[src/rtl/fmm_pkg.sv]
package fmm_pkg;
  typedef enum logic {
    PICK_MAX = 1'b0,
    PICK_MIN = 1'b1
  } pick_e;
endpackage

[src/rtl/fmm_classify.sv]
module fmm_classify #(
  parameter int EXP_W  = 8,
  parameter int MANT_W = 23,
  localparam int W     = 1 + EXP_W + MANT_W
) (
  input  logic [W-1:0] op_i,
  output logic         nan_o,
  output logic         snan_o,
  output logic         zero_o,
  output logic [W-1:0] key_o
);
  function automatic logic f_is_nan(input logic [W-1:0] v);
    return (&v[W-2:MANT_W]) && (|v[MANT_W-1:0]);
  endfunction

  // Map sign-magnitude onto an unsigned total order: negatives are
  // inverted, positives get the top bit set.
  function automatic logic [W-1:0] f_order_key(input logic [W-1:0] v);
    logic [W-1:0] top;
    top = '0;
    top[W-1] = 1'b1;
    return v[W-1] ? ~v : (v | top);
  endfunction

  assign nan_o  = f_is_nan(op_i);
  assign snan_o = nan_o && !op_i[MANT_W-1];
  assign zero_o = (op_i[W-2:0] == '0);
  assign key_o  = f_order_key(op_i);
endmodule

[src/rtl/fmm_order.sv]
module fmm_order #(
  parameter int W = 32
) (
  input  logic [W-1:0] key_a_i,
  input  logic [W-1:0] key_b_i,
  input  logic         zero_a_i,
  input  logic         zero_b_i,
  output logic         a_gt_b_o,
  output logic         equal_o
);
  assign equal_o  = (key_a_i == key_b_i) || (zero_a_i && zero_b_i);
  assign a_gt_b_o = (key_a_i > key_b_i);
endmodule

[src/rtl/fmm_select.sv]
module fmm_select
  import fmm_pkg::*;
#(
  parameter int W = 32
) (
  input  logic [W-1:0] a_i,
  input  logic [W-1:0] b_i,
  input  pick_e        mode_i,
  input  logic         nan_a_i,
  input  logic         nan_b_i,
  input  logic         a_gt_b_i,
  input  logic         equal_i,
  output logic [W-1:0] res_o
);
  always_comb begin
    if (nan_a_i && nan_b_i) begin
      res_o = '1;
    end else if (nan_a_i) begin
      res_o = b_i;
    end else if (nan_b_i) begin
      res_o = a_i;
    end else if (equal_i) begin
      res_o = (mode_i == PICK_MAX) ? (a_i & b_i) : (a_i | b_i);
    end else if (mode_i == PICK_MAX) begin
      res_o = a_gt_b_i ? a_i : b_i;
    end else begin
      res_o = a_gt_b_i ? b_i : a_i;
    end
  end
endmodule

[src/rtl/fp_minmax_unit.sv]
module fp_minmax_unit
  import fmm_pkg::*;
#(
  parameter int EXP_W  = 8,
  parameter int MANT_W = 23,
  localparam int W     = 1 + EXP_W + MANT_W,
  localparam int N_OPS = 2
) (
  input  logic [31:0] opa_i,
  input  logic [31:0] opb_i,
  input  logic        sel_min_i,
  output logic [31:0] res_o,
  output logic        invalid_o
);
  logic [W-1:0] ops   [N_OPS];
  logic [W-1:0] keys  [N_OPS];
  logic         nans  [N_OPS];
  logic         snans [N_OPS];
  logic         zeros [N_OPS];

  // Named internal events, visible to the bound checker.
  logic  a_gt_b;
  logic  ops_equal;
  pick_e mode;

  assign ops[0] = opa_i[W-1:0];
  assign ops[1] = opb_i[W-1:0];
  assign mode   = sel_min_i ? PICK_MIN : PICK_MAX;

  for (genvar g = 0; g < N_OPS; g++) begin : g_cls
    fmm_classify #(.EXP_W(EXP_W), .MANT_W(MANT_W)) cls_i (
      .op_i   (ops[g]),
      .nan_o  (nans[g]),
      .snan_o (snans[g]),
      .zero_o (zeros[g]),
      .key_o  (keys[g])
    );
  end

  fmm_order #(.W(W)) ord_i (
    .key_a_i  (keys[0]),
    .key_b_i  (keys[1]),
    .zero_a_i (zeros[0]),
    .zero_b_i (zeros[1]),
    .a_gt_b_o (a_gt_b),
    .equal_o  (ops_equal)
  );

  fmm_select #(.W(W)) sel_i (
    .a_i      (ops[0]),
    .b_i      (ops[1]),
    .mode_i   (mode),
    .nan_a_i  (nans[0]),
    .nan_b_i  (nans[1]),
    .a_gt_b_i (a_gt_b),
    .equal_i  (ops_equal),
    .res_o    (res_o)
  );

  assign invalid_o = snans[0] || snans[1];
endmodule

[config.mk]
export PLATFORM = sky130hd
export DESIGN_NAME = fp_minmax_unit
export DESIGN_NICKNAME = d
export VERILOG_FILES = /design/src/rtl/fmm_pkg.sv /design/src/rtl/fmm_classify.sv /design/src/rtl/fmm_order.sv /design/src/rtl/fmm_select.sv /design/src/rtl/fp_minmax_unit.sv
export SDC_FILE = /design/constraint.sdc
export NUM_CORES = 1
export LEC_CHECK = 0
export CORE_ASPECT_RATIO = 0.7
export CORE_MARGIN = 2
export CORE_UTILIZATION = 35
export DETAILED_ROUTE_END_ITERATION = 7
export PLACE_DENSITY_LB_ADDON = 0.12
export SLEW_MARGIN = 10
export SYNTH_ARGS = -nofsm -noshare
export SYNTH_HDL_FRONTEND = slang
export SYNTH_HIERARCHICAL = 1
export SYNTH_SLANG_ARGS = --single-unit
[constraint.sdc]
create_clock -name vclk -period 8.93
set_input_delay 1.3395 -clock vclk [all_inputs]
set_output_delay 1.3395 -clock vclk [all_outputs]
set_load 0.03 [all_outputs]
### Word-level counts from Yosys, hierarchy flattened

Index checks and enable logic that the tools add are counted.
W data, S select, Z words.

| word-level totals | value |
|---|---|
| logic and storage cells | 33 |
| bits in latches | 0 |
| memories kept | 0 |
| bits of input ports | 65 |
| RAM bits | 0 |
| register bits | 0 |
| output and inout port bits | 33 |
| memory bits (read-only) | 0 |

| cells by class | value |
|---|---|
| reduce and logical (&&, ||, !) cells | 16 |
| multiply operators | 0 |
| divide/modulo/power cells | 0 |
| order comparisons | 1 |
| $add $sub $neg | 0 |
| muxes and demuxes | 11 |
| eq/ne operators | 1 |
| shift-type cells | 0 |
| bitwise gates (word level) | 4 |

Operator list:

| cell | count |
|---|---|
| $mux W32 | 10 |
| $not A32 Y32 | 2 |
| $logic_not A31 Y1 | 2 |
| $reduce_or A23 Y1 | 2 |
| $and A32 B32 Y32 | 1 |
| $eq A32 B32 Y1 | 1 |
| $gt A32 B32 Y1 | 1 |
| $or A32 B32 Y32 | 1 |
| $reduce_and A8 Y1 | 2 |
| $logic_and A1 B1 Y1 | 6 |
| $logic_not A1 Y1 | 2 |
| $logic_or A1 B1 Y1 | 2 |
| $mux W1 | 1 |

### Longest topological paths before layout

| logic depth | value |
|---|---|
| word-level depth | 9 |
| mapped depth | 15 |
| mapped depth without buffers | 11 |

### By module

Netlist, hierarchy kept.

Modules (own cells, without submodules):

| module | sequential area each (µm²) | instances | cells an instance | area an instance (µm²) |
|---|---|---|---|---|
| fmm_select | 0.0 | 1 | 120 | 1,022.2 |
| fmm_order | 0.0 | 1 | 116 | 824.5 |
| fmm_classify | 0.0 | 2 | 51 | 401.6 |
| fp_minmax_unit | 0.0 | 1 | 1 | 6.3 |

### Least setup slack after synthesis

Ideal clock, no wire load.

| timing path | value |
|---|---|
| kind | input-to-output |
| from | input port opb_i[31] |
| to | output port res_o[24] |
| stages | 15 |
| data required time | 7.590 ns |
| setup slack | 3.187 ns |
| data arrival time | 4.403 ns |
| buffers on the path | 4 |
| path through | clkbuf_1 > buf_2 > xor2_1 > inv_1 > ha_1 > a41oi_1 > o21ai_1 > a221o_1 > o31ai_1 > a21oi_1 > or3_1 > buf_6 > buf_8 > a211oi_2 > o32a_1 |

RTL lines:

| what | line | RTL |
|---|---|---|
| from (decl) | fp_minmax_unit.sv:10 | `input logic [31:0] opb_i,` |
| to (decl) | fp_minmax_unit.sv:12 | `output logic [31:0] res_o,` |

==> results.md <==
* Critical path destination: res_o[9]
* CP startpoint: opb_i[31]
* TritonRoute pass-1 iters at 4
* Die area at between 8000 and 9000 sq um
* Least-Margin Pin Slew at about 1.1 ns
* Wirelength, routed at roughly 8600 um
* Placement Setup Slack at 1.69 ns
* Vias per cell at 5.42
* Nets@finish at approximately 510
* Fin. Hold Viols at 0
* Setup TNS at 0 ns
* CORE AREA at around 7300 sq um
* Min Tclk post-route at between 7 and 8 ns
* Register area share after synthesis at 0
* Antenna Nets Post-Route at 0
* Drt initial violations at 162
* Max-slew violations at 0
* Headroom to the max-slew limit at 0.274
* Lkg Pwr at 1.62 nW
* Worst Hold Path Cells at 3
* Total grt overflow at 0
* FF/Latch Area at 0 sq um
* Crit share post-route at 0.813
* Yosys top cell area share at 0.204
* Syn Std Cell Area at 2660 sq um
* Number of global-route vias before repair at roughly 2700
* Initial Utilization at 0.363
* Largest fanout on the critical path at 34
* Detailed-route via count at 2778
* Avg Cell Area, Syn at 7.84 sq um
* Fmax at 138 MHz
* Initial antenna violation count at 0
* # hold bufs at CTS at 0
* Sequential cell count at 0
* Post-cts resize count at 0
* Die Y at 76.9 um
* Gate Count Post-Synth at 339
* Worst Setup Path Type: primary input to output port
* Status: finished clean
* Tightest Hold Check Type: primary input to output port
* CP Launch Type: primary input
* Gr usage total at 0.207
* Peak supply drop at around 0.000047 V
* Most common cell after layout, fill and taps aside: clkdlybuf4s50_1
* Area growth, synth to finish at 38.7%
* Largest net degree at the start of global routing at 35
* Dominant cells by area after synthesis: xor2_1, ha_1, a211oi_2
* Gp weighted congestion at between 0.7 and 0.8
* Hold slack at 3.94 ns
* Post-detailed-route wirelength per cell at about 17 um
* Worst setup EP type: output port
* RSZ-0062 raised after global routing: no
* I/O Pins at 98
* Max_cap viols at 0
* Most frequent cells in the layout: clkdlybuf4s50_1, inv_1, xor2_1
* CLK BUF at 0
* Port Buffers at 98
* Final setup viols at 0
* Post-Syn Nets at 436
* First-pass GRT wire length at 14200 um
* Row count at 26
* Setup ws final at around 1.7 ns
* Share of layout cells above drive strength 1 at 0.173
* Post-CTS Setup Repair Bufs at 0
* Yosys top cell by area: xor2_1
* Post-synthesis cell type count at 40
* DIE WIDTH at 108 um
* Critical Path RT at 7.59 ns
* PD cells at 80.5 nW/um^2
* YS warnings at 6
* Final Power at between 0.2 and 0.3 mW
* DRC Markers at 0
* ANT cells at 0
* Dpl hpwl at 6700 um
* Worst endpoint data arrival time at around 5.9 ns
logic make-up (layout without fill, tap and decap cells):
family | after synthesis | in the layout | synth area share
AOI/OAI and AO/OA | 95 | 95 | 0.356
buffers and inverters | 94 | 170 | 0.153
xor gates and xnor gates | 62 | 62 | 0.204
and+or+nand+nor | 56 | 56 | 0.136
adders and majority gates | 32 | 32 | 0.151
worst min-delay path by stage:
stage	end	startpoint
floorplan	res_o[10]	opb_i[10]
global placement	res_o[10]	opb_i[10]
detailed placement	res_o[10]	opb_i[10]
CTS	res_o[10]	opb_i[10]
global route	res_o[19]	opb_i[19]
finish	res_o[8]	opb_i[8]
critical path, cell delays in order:
cell and delay [ns]:
buf_2 0.69, xor2_1 0.21, inv_1 0.06, ha_1 0.32
nand4_1 0.23, nor4_1 0.35, o31ai_1 0.13, a21oi_1 0.37
nor4b_1 0.32, a211o_1 0.88, o32a_2 0.31, clkdlybuf4s50_1 0.68
synthesized netlist by cell type (2+ instances only):
cell	n
nand4_1	10
a211oi_1	4
a211oi_2	30
o32a_1	4
nor2_2	2
nor4_1	11
nand3_1	5
o21ai_1	2
a21oi_1	14
or4_4	2
o21ai_0	2
clkbuf_1	8
buf_2	13
xor2_1	62
buf_6	2
a2111oi_0	2
nor2b_1	2
buf_8	2
inv_1	68
o32a_2	28
and4_1	6
or4_1	3
a21o_1	2
nor3_1	3
ha_1	32
nand2_1	6
per-layer routing:
metal | vias up | track usage | routed length, um
met3 | 2 | 0.0102 | 459
met1 | 1297 | 0.328 | 4490
met5 | - | 0 | 0
met2 | 79 | 0.318 | 3660
met4 | 0 | 0.00641 | 14
li1 | 1400 | - | -
final cells by class:
class / instances / area [sq um]
inverters: 68 / 255
well taps: 98 / 123
multi-input cells: 245 / 2290
repair buffers: 102 / 1020
fillers: 710 / 3630
stage by stage:
stage	area (sq um)	instances	util
after floorplan	2660	339	-
after global placement	3660	512	0.500
after detailed placement	3660	512	0.500
after CTS	3660	512	0.500
after global routing	3680	513	0.503
final	3680	513	0.503
where the power goes:
group / switching, mW / internal (mW) / leakage (nW)
logic: 0.160 / 0.137 / 1.62
clock network: 0 / 0 / 0
registers: 0 / 0 / 0
total: 0.160 / 0.137 / 1.62
No activity file was read; power rests on OpenSTA's default activity.
